**src/rtl/pcap_pkg.sv**
```systemverilog
package pcap_pkg;
  localparam int STEP_W = 9;
  localparam int SEL_W  = 2;
  localparam int NUM_CH = 4;
  localparam int NUM_TAP = 1 << SEL_W;
  localparam int CFG_W  = STEP_W + SEL_W;

  typedef enum logic [SEL_W-1:0] {
    TAP_MULT = 2'd0,
    TAP_DB   = 2'd1,
    TAP_MDI  = 2'd2,
    TAP_MCI  = 2'd3
  } tap_sel_e;

  typedef struct packed {
    tap_sel_e            sel;
    logic [STEP_W-1:0]   step;
  } chan_cfg_t;
endpackage

```
**src/rtl/pcap_setup.sv**
```systemverilog
module pcap_setup import pcap_pkg::*; #(
  parameter int ADDR_W   = 9,
  parameter int CFG_BASE = 261
) (
  input  logic                     clk,
  input  logic                     rst,
  input  logic                     we_i,
  input  logic [ADDR_W-1:0]        addr_i,
  input  logic [CFG_W-1:0]         wdata_i,
  output chan_cfg_t [NUM_CH-1:0]   cfg_o
);
  localparam logic [ADDR_W-1:0] ADDR_LO = ADDR_W'(CFG_BASE);
  localparam logic [ADDR_W-1:0] ADDR_HI = ADDR_W'(CFG_BASE + NUM_CH);

  for (genvar g = 0; g < NUM_CH; g++) begin : g_cfg
    localparam logic [ADDR_W-1:0] MY_ADDR = ADDR_W'(CFG_BASE + g);
    always_ff @(posedge clk) begin
      if (rst) begin
        cfg_o[g] <= '0;
      end else if (we_i && addr_i == MY_ADDR) begin
        cfg_o[g] <= chan_cfg_t'(wdata_i);
      end
    end
  end

  // writes outside the channel window leave all setups untouched
  p_foreign_write_r1: assert property (@(posedge clk) disable iff (rst)
    (we_i && (addr_i < ADDR_LO || addr_i >= ADDR_HI)) |=> $stable(cfg_o));

  // an idle write strobe leaves all setups untouched
  p_no_write_r1: assert property (@(posedge clk) disable iff (rst)
    !we_i |=> $stable(cfg_o));
endmodule

```
**src/rtl/pcap_channel.sv**
```systemverilog
module pcap_channel import pcap_pkg::*; #(
  parameter int DATA_W = 24
) (
  input  logic                              clk,
  input  logic                              rst,
  input  logic [STEP_W-1:0]                 pc_i,
  input  chan_cfg_t                         cfg_i,
  input  logic [NUM_TAP-1:0][DATA_W-1:0]    taps_i,
  output logic [DATA_W-1:0]                 cap_o
);
  logic              match;
  logic [DATA_W-1:0] picked;

  always_comb begin
    match  = (pc_i == cfg_i.step);
    picked = taps_i[cfg_i.sel];
  end

  always_ff @(posedge clk) begin
    if (rst)        cap_o <= '0;
    else if (match) cap_o <= picked;
  end

  // no step match, no change
  p_hold_r3: assert property (@(posedge clk) disable iff (rst)
    (pc_i != cfg_i.step) |=> $stable(cap_o));

  // tap code 00 takes the multiplier product
  p_tap_mult_r4: assert property (@(posedge clk) disable iff (rst)
    (pc_i == cfg_i.step && cfg_i.sel == TAP_MULT) |=> cap_o == $past(taps_i[0]));

  // tap code 01 takes the decibel result
  p_tap_db_r4: assert property (@(posedge clk) disable iff (rst)
    (pc_i == cfg_i.step && cfg_i.sel == TAP_DB) |=> cap_o == $past(taps_i[1]));

  // tap code 11 takes the coefficient operand
  p_tap_mci_r4: assert property (@(posedge clk) disable iff (rst)
    (pc_i == cfg_i.step && cfg_i.sel == TAP_MCI) |=> cap_o == $past(taps_i[3]));
endmodule

```
**src/rtl/pcap_serializer.sv**
```systemverilog
module pcap_serializer #(
  parameter int DATA_W = 24
) (
  input  logic              clk,
  input  logic              rst,
  input  logic              frame_clk_i,
  input  logic              bit_clk_i,
  input  logic [DATA_W-1:0] left_i,
  input  logic [DATA_W-1:0] right_i,
  output logic              sdo_o
);
  logic              fc_r, fc_p, bc_r, bc_p;
  logic              bc_fall, fc_edge, left_start;
  logic [DATA_W-1:0] shreg, right_word;

  always_ff @(posedge clk) begin
    if (rst) begin
      fc_r <= 1'b1;
      fc_p <= 1'b1;
      bc_r <= 1'b1;
      bc_p <= 1'b1;
    end else begin
      fc_r <= frame_clk_i;
      fc_p <= fc_r;
      bc_r <= bit_clk_i;
      bc_p <= bc_r;
    end
  end

  always_comb begin
    bc_fall    = bc_p & ~bc_r;
    fc_edge    = fc_p ^ fc_r;
    left_start = bc_fall & fc_edge & ~fc_r;
  end

  always_ff @(posedge clk) begin
    if (rst) begin
      shreg      <= '0;
      right_word <= '0;
      sdo_o      <= 1'b0;
    end else if (bc_fall) begin
      if (fc_edge) begin
        sdo_o <= 1'b0;
        shreg <= fc_r ? right_word : left_i;
        if (!fc_r) right_word <= right_i;
      end else begin
        sdo_o <= shreg[DATA_W-1];
        shreg <= {shreg[DATA_W-2:0], 1'b0};
      end
    end
  end

  // the slot opened by a frame-clock edge is a zero bit
  p_gap_slot_r6: assert property (@(posedge clk) disable iff (rst)
    (bc_fall && fc_edge) |=> !sdo_o);

  // the pin moves only on a bit-clock falling edge
  p_quiet_r6: assert property (@(posedge clk) disable iff (rst)
    !bc_fall |=> $stable(sdo_o));

  // the right-half word is frozen except at the left-half start
  p_frozen_right_r7: assert property (@(posedge clk) disable iff (rst)
    !left_start |=> $stable(right_word));
endmodule

```
**src/rtl/pcap_unit.sv**
```systemverilog
module pcap_unit import pcap_pkg::*; #(
  parameter int DATA_W   = 24,
  parameter int ADDR_W   = 9,
  parameter int CFG_BASE = 261
) (
  input  logic              clk,
  input  logic              rst,
  input  logic [STEP_W-1:0] pc_i,
  input  logic [DATA_W-1:0] tap_mult_i,
  input  logic [DATA_W-1:0] tap_db_i,
  input  logic [DATA_W-1:0] tap_mdi_i,
  input  logic [DATA_W-1:0] tap_mci_i,
  input  logic              cfg_we_i,
  input  logic [ADDR_W-1:0] cfg_addr_i,
  input  logic [CFG_W-1:0]  cfg_wdata_i,
  input  logic              frame_clk_i,
  input  logic              bit_clk_i,
  input  logic [ADDR_W-1:0] rd_addr_i,
  output logic [DATA_W-1:0] rd_data_o,
  output logic              sdo_o
);
  localparam int CH_RD_A = 0;
  localparam int CH_RD_B = 1;
  localparam int CH_SO_L = 2;
  localparam int CH_SO_R = 3;
  localparam logic [ADDR_W-1:0] RD_A_ADDR = ADDR_W'(CFG_BASE + CH_RD_A);
  localparam logic [ADDR_W-1:0] RD_B_ADDR = ADDR_W'(CFG_BASE + CH_RD_B);

  chan_cfg_t [NUM_CH-1:0]             cfg;
  logic [NUM_TAP-1:0][DATA_W-1:0]     taps;
  logic [NUM_CH-1:0][DATA_W-1:0]      cap;

  assign taps = {tap_mci_i, tap_mdi_i, tap_db_i, tap_mult_i};

  pcap_setup #(.ADDR_W(ADDR_W), .CFG_BASE(CFG_BASE)) i_setup (
    .clk     (clk),
    .rst     (rst),
    .we_i    (cfg_we_i),
    .addr_i  (cfg_addr_i),
    .wdata_i (cfg_wdata_i),
    .cfg_o   (cfg)
  );

  for (genvar c = 0; c < NUM_CH; c++) begin : g_chan
    pcap_channel #(.DATA_W(DATA_W)) i_chan (
      .clk    (clk),
      .rst    (rst),
      .pc_i   (pc_i),
      .cfg_i  (cfg[c]),
      .taps_i (taps),
      .cap_o  (cap[c])
    );
  end

  pcap_serializer #(.DATA_W(DATA_W)) i_ser (
    .clk         (clk),
    .rst         (rst),
    .frame_clk_i (frame_clk_i),
    .bit_clk_i   (bit_clk_i),
    .left_i      (cap[CH_SO_L]),
    .right_i     (cap[CH_SO_R]),
    .sdo_o       (sdo_o)
  );

  always_ff @(posedge clk) begin
    if (rst)                         rd_data_o <= '0;
    else if (rd_addr_i == RD_A_ADDR) rd_data_o <= cap[CH_RD_A];
    else if (rd_addr_i == RD_B_ADDR) rd_data_o <= cap[CH_RD_B];
    else                             rd_data_o <= '0;
  end

  // addresses other than the two readback slots return zero
  p_unmapped_zero_r5: assert property (@(posedge clk) disable iff (rst)
    (rd_addr_i != RD_A_ADDR && rd_addr_i != RD_B_ADDR) |=> rd_data_o == '0);

  // readback slot A follows channel A one clock later
  p_slot_a_r5: assert property (@(posedge clk) disable iff (rst)
    (rd_addr_i == RD_A_ADDR) |=> rd_data_o == $past(cap[CH_RD_A]));
endmodule

```
**config.mk**
```make
export PLATFORM = sky130hd
export DESIGN_NAME = pcap_unit
export DESIGN_NICKNAME = d
export VERILOG_FILES = /design/src/rtl/pcap_pkg.sv /design/src/rtl/pcap_setup.sv /design/src/rtl/pcap_channel.sv /design/src/rtl/pcap_serializer.sv /design/src/rtl/pcap_unit.sv
export SDC_FILE = /design/constraint.sdc
export NUM_CORES = 1
export LEC_CHECK = 0
export BUFFER_PORTS_ARGS = -buffer_cell sky130_fd_sc_hd__buf_4
export CAP_MARGIN = 20
export CELL_PAD_IN_SITES_DETAIL_PLACEMENT = 0
export CELL_PAD_IN_SITES_GLOBAL_PLACEMENT = 1
export CORE_MARGIN = 1
export CORE_UTILIZATION = 35
export DETAILED_ROUTE_END_ITERATION = 6
export GPL_TIMING_DRIVEN = 0
export PLACE_DENSITY_LB_ADDON = 0.15
export SYNTH_ARGS = -nofsm -noshare
export SYNTH_HDL_FRONTEND = slang
export SYNTH_SLANG_ARGS = --single-unit
export TNS_END_PERCENT = 30
```
**constraint.sdc**
```tcl
create_clock -name clk -period 4.8 [get_ports clk]
set_clock_uncertainty 0.15 [all_clocks]
set_input_delay 0.24 -clock clk [delete_from_list [all_inputs] [get_ports clk]]
set_output_delay 0.24 -clock clk [all_outputs]
set_load 0.01 [all_outputs]
```
==> results.toml <==
[sta]
finalCritPeriodShare_pct = 57.02
final_hold_viol_count = 0
timing.final.ws_setup_ns = 2.063
rsz0062_at_grt = "no"
worstMarginPinSlew_ns = 0.8629
max-slew-margin-rel_pct = 42.47
fin_setup_tns_ns = 0
timing.final.crit_period_ns = 2.737
max_freq_mhz = 365.4
setup_viol = 0
timing.hold.ws_ns = 0.02647
slew_viol_final = 0

[setup_path]
worstPathMaxFanout = 10
cp_slowest_cell = "clkbuf_1"
cp.required_ns = 5.13
start_kind = "register"
critPathKind = "reg2reg"
max_stage_delay_ns = 0.45
crit_chain = "buf_2 -> buf_2 -> inv_1 -> ha_1 -> clkbuf_1 -> clkbuf_1 -> nand2_1 -> o21ai_0 -> nand2_1 -> a21oi_1"
worstSetupEndpointType = "register"
crit_arrival_ns = 3.06

[grt]
antenna_found_initial = 1
grt_max_degree = 14
grt-ovfl-total = 0
grt_pass1_vias = 10160
grt_pass1_wl_um = 59660
track_usage_pct = 23.16

[route]
num_vias = 10290
drcViolationCount = 0
wl_um = 39300
via_per_inst = 5.588
dr.pass1.iters = 5
drt_iter0_markers = 805
ant_nets = 0
wire_per_inst_um = 21.34

[die]
die_area_um2 = 34290
rows = 66
die_h_um = 185.2
pin_count = 164
initial_core_util_pct = 35.82
die_x_um = 185.2
core_um2 = 32780

[logic_synthesis]
synth-seq-cells = 217
yosysUniqueCellTypes = 34
yosysTopAreaCellShare_pct = 37.00
yosysSeqAreaShare_pct = 37.00
syn_inst = 1184
synth_top_area_cell = "dfxtp_1"
syn_area_um2 = 11740
ys.flop_type = "dfxtp_1"
synth_edf_count = 0
synthArstFlopShare_pct = 0
synthTopCellsByCount = "dfxtp_1 (217), a21oi_1 (145), nand2_1 (123)"
synth_area_leaders = "dfxtp_1 (37%), mux4_2 (18%), a21oi_1 (6.2%)"
synthesis.nets = 1324
avgSynthCellArea_um2 = 9.918
synth_most_common_cell = "dfxtp_1"
yosys_warnings = 0

[cts]
cts-root-buf = "clkbuf_16"
ctsHoldBuffers = 16
cts_max_path_buffers = 3
insertion_delay_ns = 0.56
post_cts_buffers = 0
cts_htree_levels = 1
clk_pin_slew_ns = 0.06
cts_buffers = 27
cts_tree = "built"
clock_sinks = 217
cts_resized = 0

[layout]
nets = 1522
syn_to_final_growth_pct = 23.40
drive_gt1_share_pct = 29.36
fin_area_um2 = 14490
fin_cells = 1842
antenna_cells = 0

[placed_design]
dpl_worst_slack_ns = 2.086
dpl-instance-area_um2 = 13440
io_buffers = 153
gp_congestion = 0.8390
dp_hpwl_um = 30300
dpl.cell_count = 1779

[min_path]
worstHoldPathType = "in2reg"

[outcome]
status = "finished clean"

[power]
p_leak_uw = 0.005164
p_per_area_nw_per_um2 = 294.4
ir_worst_vdd_v = 0.0002998

[run]
drv_cap = 0
==> flip-flops by register name, summed over array words and instances, names as in the netlist <==
signal	flops
g_chan.i_chan.cap_o	96
i_setup.cfg_o	44
i_ser.right_word	24
i_ser.shreg	24
rd_data_o	24
i_ser.bc_p	1
i_ser.bc_r	1
i_ser.fc_p	1
i_ser.fc_r	1
i_ser.sdo_o	1
==> cells in the final DEF, fill, tap and decap left out, drive strengths merged, types with 3 or more instances in the layout <==
master	n
nand3	6
dlygate4sd3	16
buf	236
and4	4
and2	6
or2	4
nand2	123
o21ai	23
a21oi	145
o31ai	96
mux4	96
a22oi	24
dfxtp	217
nand4	103
mux2i	68
nor4b	3
and3	4
clkbuf	103
nor2b	5
xnor2	36
inv	5
nor2	69
==> final timing paths <==
check	from	endpoint	slack [ns]	cells after the start
min reg2reg	g_chan[3].i_chan.cap_o[0]	i_ser.right_word[0]	0.30	2
max reg2reg	i_ser.fc_r	i_ser.shreg[13]	2.06	10
min	cfg_addr_i[2]	i_setup.cfg_o[35]	0.03	5
max	i_ser.fc_r	i_ser.shreg[13]	2.06	10
==> routing by layer <==
layer | vias up | track usage [%] | part of all wire (%)
li1 | 4872 | - | -
met2 | 338 | 38.00 | 47
met4 | 2 | 5.521 | 2.3
met3 | 55 | 4.935 | 6.3
met5 | - | 0 | 0.031
met1 | 5026 | 30.96 | 44
==> area by class of cell <==
type / instances / area [um2]
flip-flops and latches: 217 / 4344
inverters: 2 / 7.507
repair buffers: 169 / 1309
well taps: 442 / 553.0
clock inverters: 5 / 63.81
clock buffers: 42 / 822.0
plain buffers: 144 / 676.9
multi-input cells: 821 / 6714
fillers: 3282 / 18290
==> where the power goes <==
group	switching, uW	internal (uW)	leakage (uW)
Combinational	252	177	0.00298
Clock	806	1230	0.000438
Sequential	1.37	1800	0.00175
Total	1060	3210	0.00516
==> critical path, delay by kind of cell, from the launching register on <==
| kind | cells | cell delay [ns] |
|---|---|---|
| flip-flops | 1 | 0.30 |
| AO/OA/AOI/OAI | 2 | 0.25 |
| adder cells (fa/ha/maj) | 1 | 0.30 |
| AND/OR/NAND/NOR | 2 | 0.23 |
| buffers and inverters | 5 | 1.42 |
==> per-stage QoR <==
stage                     power [uW]  utilization, %
after global routing            4424           44.20
after global placement          2256           41.01
after detailed placement        2260           41.01
after CTS                       4312           44.20
final                           4266           44.20
after floorplan                 2046               -
==> logic make-up (layout without fill, tap and decap cells) <==
logic type                 count (synthesis)  in the layout  share of synthesized area (%)
and+or+nand+nor                          332            332                          14.49
muxes                                    164            164                          24.21
xor gates and xnor gates                  36             36                          2.685
DFF                                      217            217                          37.00
adders and majority gates                  1              1                         0.1065
AOI/OAI and AO/OA                        288            288                          15.68
buffers and inverters                    146            362                          5.828
(Power assumes the default switching activity.)
